$ cat src/rtl/pulse_order_pkg.sv
package pulse_order_pkg;

  typedef enum logic [1:0] {
    ST_IDLE    = 2'd0,
    ST_HI_OPEN = 2'd1,
    ST_LO_OPEN = 2'd2
  } detState_t;

  typedef struct packed {
    logic setData;
    logic clrData;
    logic shiftEn;
    logic shiftBit;
    logic wordDone;
  } ctlStrobe_t;

endpackage

$ cat src/rtl/pulse_order_ctrl.sv
module pulse_order_ctrl
  import pulse_order_pkg::*;
#(
  parameter int WORD_W = 8
) (
  input  logic       clk,
  input  logic       rst,
  input  logic       pulseHiN,
  input  logic       pulseLoN,
  output logic       bitClk,
  output ctlStrobe_t strobe
);

  localparam int CNT_W = (WORD_W > 1) ? $clog2(WORD_W) : 1;
  localparam logic [CNT_W-1:0] LAST_IDX = CNT_W'(WORD_W - 1);

  logic hiPrev, loPrev;
  logic hiEvt, loEvt;
  detState_t state, stateNext;
  logic [CNT_W-1:0] bitCnt;

  // previous samples of the pulse lines; forced high in reset
  always_ff @(posedge clk) begin
    if (rst) begin
      hiPrev <= 1'b1;
      loPrev <= 1'b1;
    end else begin
      hiPrev <= pulseHiN;
      loPrev <= pulseLoN;
    end
  end

  assign hiEvt = hiPrev & ~pulseHiN;
  assign loEvt = loPrev & ~pulseLoN;

  always_comb begin
    stateNext = state;
    strobe    = '0;
    unique case (state)
      ST_IDLE: begin
        if (hiEvt && !loEvt) begin
          stateNext      = ST_HI_OPEN;
          strobe.setData = 1'b1;
        end else if (loEvt && !hiEvt) begin
          stateNext      = ST_LO_OPEN;
          strobe.clrData = 1'b1;
        end
      end
      ST_HI_OPEN: begin
        if (loEvt) begin
          stateNext       = ST_IDLE;
          strobe.shiftEn  = 1'b1;
          strobe.shiftBit = 1'b1;
        end
      end
      ST_LO_OPEN: begin
        if (hiEvt) begin
          stateNext       = ST_IDLE;
          strobe.shiftEn  = 1'b1;
          strobe.shiftBit = 1'b0;
        end
      end
      default: stateNext = ST_IDLE;
    endcase
    strobe.wordDone = strobe.shiftEn && (bitCnt == LAST_IDX);
  end

  always_ff @(posedge clk) begin
    if (rst) begin
      state  <= ST_IDLE;
      bitCnt <= '0;
    end else begin
      state <= stateNext;
      if (strobe.wordDone)     bitCnt <= '0;
      else if (strobe.shiftEn) bitCnt <= bitCnt + 1'b1;
    end
  end

  assign bitClk = (state != ST_IDLE);

endmodule

$ cat src/rtl/pulse_order_dpath.sv
module pulse_order_dpath
  import pulse_order_pkg::*;
#(
  parameter int WORD_W = 8
) (
  input  logic              clk,
  input  logic              rst,
  input  ctlStrobe_t        strobe,
  output logic              serialBit,
  output logic [WORD_W-1:0] wordOut,
  output logic              wordValid
);

  logic [WORD_W-1:0] shiftReg;
  logic [WORD_W-1:0] shiftNext;

  assign shiftNext = {shiftReg[WORD_W-2:0], strobe.shiftBit};

  always_ff @(posedge clk) begin
    if (rst) begin
      serialBit <= 1'b0;
      shiftReg  <= '0;
      wordOut   <= '0;
      wordValid <= 1'b0;
    end else begin
      if (strobe.setData)      serialBit <= 1'b1;
      else if (strobe.clrData) serialBit <= 1'b0;
      if (strobe.shiftEn) shiftReg <= shiftNext;
      if (strobe.wordDone) wordOut <= shiftNext;
      wordValid <= strobe.wordDone;
    end
  end

endmodule

$ cat src/rtl/pulse_order_cdr.sv
module pulse_order_cdr
  import pulse_order_pkg::*;
#(
  parameter int WORD_W = 8
) (
  input  logic              clk,
  input  logic              rst,
  input  logic              pulseHiN,
  input  logic              pulseLoN,
  output logic              serialBit,
  output logic              bitClk,
  output logic [WORD_W-1:0] wordOut,
  output logic              wordValid
);

  ctlStrobe_t strobe;

  pulse_order_ctrl #(.WORD_W(WORD_W)) uCtrl (
    .clk      (clk),
    .rst      (rst),
    .pulseHiN (pulseHiN),
    .pulseLoN (pulseLoN),
    .bitClk   (bitClk),
    .strobe   (strobe)
  );

  pulse_order_dpath #(.WORD_W(WORD_W)) uDpath (
    .clk       (clk),
    .rst       (rst),
    .strobe    (strobe),
    .serialBit (serialBit),
    .wordOut   (wordOut),
    .wordValid (wordValid)
  );

endmodule

$ cat config.mk
export PLATFORM = sky130hd
export DESIGN_NAME = pulse_order_cdr
export DESIGN_NICKNAME = d
export VERILOG_FILES = /design/src/rtl/pulse_order_pkg.sv /design/src/rtl/pulse_order_ctrl.sv /design/src/rtl/pulse_order_dpath.sv /design/src/rtl/pulse_order_cdr.sv
export SDC_FILE = /design/constraint.sdc
export NUM_CORES = 1
export LEC_CHECK = 0
export ABC_AREA = 1
export BUFFER_PORTS_ARGS = -buffer_cell sky130_fd_sc_hd__buf_2
export CORE_ASPECT_RATIO = 0.75
export CORE_UTILIZATION = 46
export DETAILED_ROUTE_END_ITERATION = 6
export HOLD_SLACK_MARGIN = 0.06
export PLACE_DENSITY = 0.68
export RECOVER_POWER = 100
export SLEW_MARGIN = 15
export SYNTH_ARGS = -nofsm -noshare
export SYNTH_HDL_FRONTEND = slang
export SYNTH_HIERARCHICAL = 1
export SYNTH_SLANG_ARGS = --single-unit
export TNS_END_PERCENT = 5
$ cat constraint.sdc
create_clock -name clk -period 1.9 [get_ports clk]
set_input_delay 0.095 -clock clk [delete_from_list [all_inputs] [get_ports clk]]
set_output_delay 0.095 -clock clk [all_outputs]
set_load 0.01 [all_outputs]
[Yosys cells after proc, flatten, opt, wreduce, memory -nomap -nowiden]
Cells that the tools add are included.
Storage, ports and cells
  bits in registers: 24
  bits in latches: 0
  RAM bits: 0
  ROM bits: 0
  input port bits: 4
  output and inout port bits: 11
  memories: 0
Cells by class
  $add $sub $neg: 1
  multipliers: 0
  divide/modulo/power cells: 0
  $lt $le $gt $ge: 0
  eq/ne operators: 6
  shift operators: 0
  multiplexer cells: 14
  bitwise gates (word level): 4
  reductions and logical operators: 10
Operator list (number)
  2-bit 2-to-1 mux: 7
  2-bit case mux with 3 select lines: 1
  1-bit 2-to-1 mux: 5
  2-bit by 1-bit != test with 1-bit output, second input constant: 2
  2-bit case mux with 2 select lines: 1
  2-bit nonzero test: 2
  3-bit by 1-bit adder with 3-bit output, second input constant: 1
  3-bit == test, second input constant: 1
  1-bit logical AND: 3
  3-bit by 1-bit != test with 1-bit output, second input constant: 1
  3-bit AND reduction: 1
  1-bit bitwise AND: 2
  2-bit by 1-bit == test with 1-bit output, second input constant: 1
  2-bit == test, second input constant: 1
  1-bit zero test: 2
  2-bit zero test: 1
  1-bit NOT: 2
  2-bit OR reduction: 1

[Logic depth before layout (Yosys ltp)]
  word-level depth: 9
  mapped depth: 11
  depth with buffers taken out: 11

[Hierarchy]
The synthesis kept the hierarchy.
Modules (own cells, without submodules)
  pulse_order_dpath: instances 1, cells each 71, area an instance 570.5 sq um, seq. area each 340.3 sq um
  pulse_order_ctrl: instances 1, cells each 75, area an instance 500.5 sq um, seq. area each 140.1 sq um

[Least setup slack after synthesis]
Ideal clock, no wire load.
  path type: reg2reg
  start point: reg uCtrl.state[0]
  end point: reg uDpath.wordOut[5]
  arrival: 1.395 ns
  data required time: 1.784 ns
  path slack: 0.389 ns
  cell stages (with the launch flop): 12
  path through: dfxtp_1 > inv_1 > ha_1 > nand2_1 > inv_1 > nand2_2 > nand2_4 > nand2_1 > inv_1 > inv_2 > nor2_1 > nor2_1
RTL lines
  start, declared: RTL line pulse_order_ctrl.sv:19  | detState_t state, stateNext;
  start signal, assigned: RTL line pulse_order_ctrl.sv:73  | state <= stateNext;
  end signal, assigned: RTL line pulse_order_dpath.sv:29  | if (strobe.wordDone) wordOut <= shiftNext;
  end, declared: RTL line pulse_order_dpath.sv:10  | output logic [WORD_W-1:0] wordOut,

==> flow_metrics.py <==
metrics = {
    "outcome": {
        "run_status": "finished, violations left",
        "violations": "DRC",
    },
    "grt": {
        "grt_pass1_wl_um": 3390,
        "grtUsageTotal_pct": 17.9,
        "initial_antenna_violation_count": 0,
        "vias_in_the_first_global_route": 814,
        "grt_max_degree": 16,
        "grt_overflow_total": 0,
    },
    "cells_and_area": {
        "finish.cell_count_without_fillers": 189,
        "total_area_of_multi_input_combinational_cells_um2": 475,
        "finalNetCount": 177,
        "layout-drive-gt1-share_pct": 9.70,
        "final_cell_mix": "nor2_1, nand2_1, dfxtp_1, inv_1",
        "area_growth_syn_to_layout_pct": 12.0,
        "n_fill_cell": 214,
        "most_common_cell_after_layout_fill_and_taps_aside": "nor2_1",
        "register_area_um2": 480,
        "insertedDiodeCount": 0,
        "finalInstanceArea_um2": 1200,
    },
    "logic_synthesis": {
        "netlist_instances": 146,
        "synth.avg_cell_area_um2": 7.34,
        "yosys_warnings": 6,
        "synth_fp_nets": 157,
        "ys_seq_elements": 24,
        "yosys-top-cells-area": "dfxtp_1, nor2_1, nand2_1",
        "area_share_of_the_largest_cell_type_after_synthesis_pct": 44.9,
        "post_synth_num_cell_types": 17,
        "netlist_area_um2": 1070,
        "synth_area_leader_cell": "dfxtp_1",
        "yosysSeqAreaShare_pct": 44.9,
    },
    "worst_setup_path": {
        "critPathSlowestCell": "dfxtp_1",
        "cp.required_ns": 2.11,
        "timing.critical_path.to_type": "flop",
        "max_stage_delay_ns": 0.36,
        "critical_path_peak_fanout": 12,
        "critical-path-top-delay-family": "simple AND/OR/NAND/NOR gates",
        "worst-path-buf-inv": 4,
        "worstPathCellList": "inv_1, ha_1, nand2_1, inv_1, nand2_2, nand2_4, nand2_1, inv_2, inv_2, nor2_1, nor2_1",
        "worstPathArrival_ns": 1.87,
        "critical_path_class": "reg -> reg",
        "startpoint_type": "flop",
    },
    "placed_design": {
        "place_area_um2": 1150,
        "port_buffers": 14,
        "dp_slack_ns": 0.145,
        "gpl.final_weighted_congestion": 0.844,
        "dp_cells": 182,
        "place.detailed.hpwl_um": 1520,
    },
    "sta": {
        "fin_ws_ns": 0.241,
        "final-setup-viol-count": 0,
        "maxClockFrequency_mhz": 603,
        "min_period_ns": 1.66,
        "slew_of_the_pin_with_the_lowest_slew_margin_ns": 0.200,
        "maxSlewHeadroom_pct": 86.6,
        "timing.setup.tns_ns": 0,
        "setup_repair_after_global_routing_missed_its_margin": "no",
        "fin_crit_sh_pct": 87.3,
        "skew_ns": 0.00182,
        "report.final.hold_viol_count": 0,
        "timing.final.max_slew_violations": 0,
    },
    "die": {
        "die_width_um": 57.7,
        "ios": 15,
        "std_cell_rows": 14,
        "placeableCoreArea_um2": 2100,
        "vert_die_dim_um": 43.8,
        "die_area_um2": 2530,
        "initial_util_pct": 51.0,
    },
    "clock_tree": {
        "cts.root.buffer_cell": "clkbuf_4",
        "tritoncts_num_sinks": 24,
        "clock_path_buffers": 2,
        "clk_latency_ns": 0.31,
        "htree_num_levels": 1,
        "cts_tree": "yes",
        "cts-buffers-inserted": 3,
        "clk_transition_reported_paths_ns": 0.12,
        "cts_post_setup_buffers_inserted": 0,
    },
    "power": {
        "cell_int_power_uw": 807,
        "switching_share_pct": 33.4,
        "leakagePower_nw": 0.655,
        "p_seq_share_pct": 50.4,
        "worst_ir_drop_vdd_uv": 682,
        "total_switching_power_uw": 404,
        "power_per_cell_area_nw_per_um2": 1010,
        "power.share.combinational_pct": 28.3,
        "power.share.clock_pct": 21.3,
    },
    "route": {
        "drt_wl_total_um": 1950,
        "final_antenna_violating_net_count": 0,
        "first_pass_iters": 6,
        "detail_route.iter0.violations": 47,
        "wl_per_cell_um": 10.3,
        "post_drt_via_cell_ratio": 4.81,
        "remaining_drc_errors": 2,
        "vias": 910,
    },
    "worst_hold_path": {
        "worst_hold_path_type": "reg -> reg",
    },
    "flow_run": {
        "drv.max_cap_violation_count": 0,
    },
}
[stage by stage]
stage	utilization, %	hold WS, ns	power, mW
after floorplan	-	0.164	0.880
after global placement	54.8	0.311	0.950
after detailed placement	54.8	0.321	0.965
after CTS	58.0	0.467	1.23
after global routing	57.1	0.496	1.32
final	57.1	0.470	1.21
[tightest hold or removal path, cell delays in order, from the launching register on]
cell     delay [ns]
dfxtp_1        0.33
nand2_1        0.06
a21oi_1        0.05
[timing repair]
item | in CTS | in global routing
hold buffers | 3 | 0
gates resized for setup | 0 | 1
setup endpoints to repair | 0 | 1
hold endpoints to repair | 4 | 0
[registers in the layout (all words and copies together), names as in the netlist]
name              flops
uDpath/serialBit      1
uCtrl/loPrev          1
uCtrl/bitCnt          3
uDpath/wordValid      1
uDpath/shiftReg       7
uDpath/wordOut        8
uCtrl/state           2
uCtrl/hiPrev          1
[routing by layer]
layer	global-route usage, %	part of all wire (%)	vias to the layer above
met5	0	0	-
met4	2.86	0	0
met3	6.27	9.4	0
met2	28.8	41	30
met1	24.0	50	399
li1	-	-	481
[logic make-up after synthesis]
logic type | Yosys count | synth area share [%]
simple gates | 72 | 29.0
compound gates | 16 | 7.48
fa+ha+maj | 7 | 8.18
buf+inv | 27 | 10.5
flops | 24 | 44.9
[path summary, 6_finish.rpt]
path,startpoint,to,slack [ns],cells after the start
hold reg to reg,uDpath/serialBit,uDpath/serialBit,0.47,2
setup reg to reg,uCtrl/state[0],uDpath/wordOut[5],0.24,11
hold / removal,uDpath/serialBit,uDpath/serialBit,0.47,2
setup / recovery,uCtrl/state[0],uDpath/wordOut[5],0.24,11
[power by group through the flow]
stage	clock, mW	combinational [mW]	sequential [mW]
finish	0.258	0.343	0.611
global route	0.292	0.410	0.615
CTS	0.269	0.351	0.609
detailed placement	0	0.345	0.620
global placement	0	0.331	0.618
floorplan	0	0.271	0.609
[area by class of cell]
type,count,share of cell area (%)
Clock buffer,4,3.02
Inverter,25,7.82
Multi-Input combinational cell,95,39.6
Sequential cell,24,40.0
Tap cell,24,2.50
Timing Repair Buffer,17,6.99
[cell usage after synthesis (all sizes together)]
library cell	count
nor2	39
nand2	28
inv	25
dfxtp	24
o21ai	15
ha	7
nand3	4
buf	2
a21oi	1
nand4	1
No activity file was read; power rests on OpenSTA's default activity.
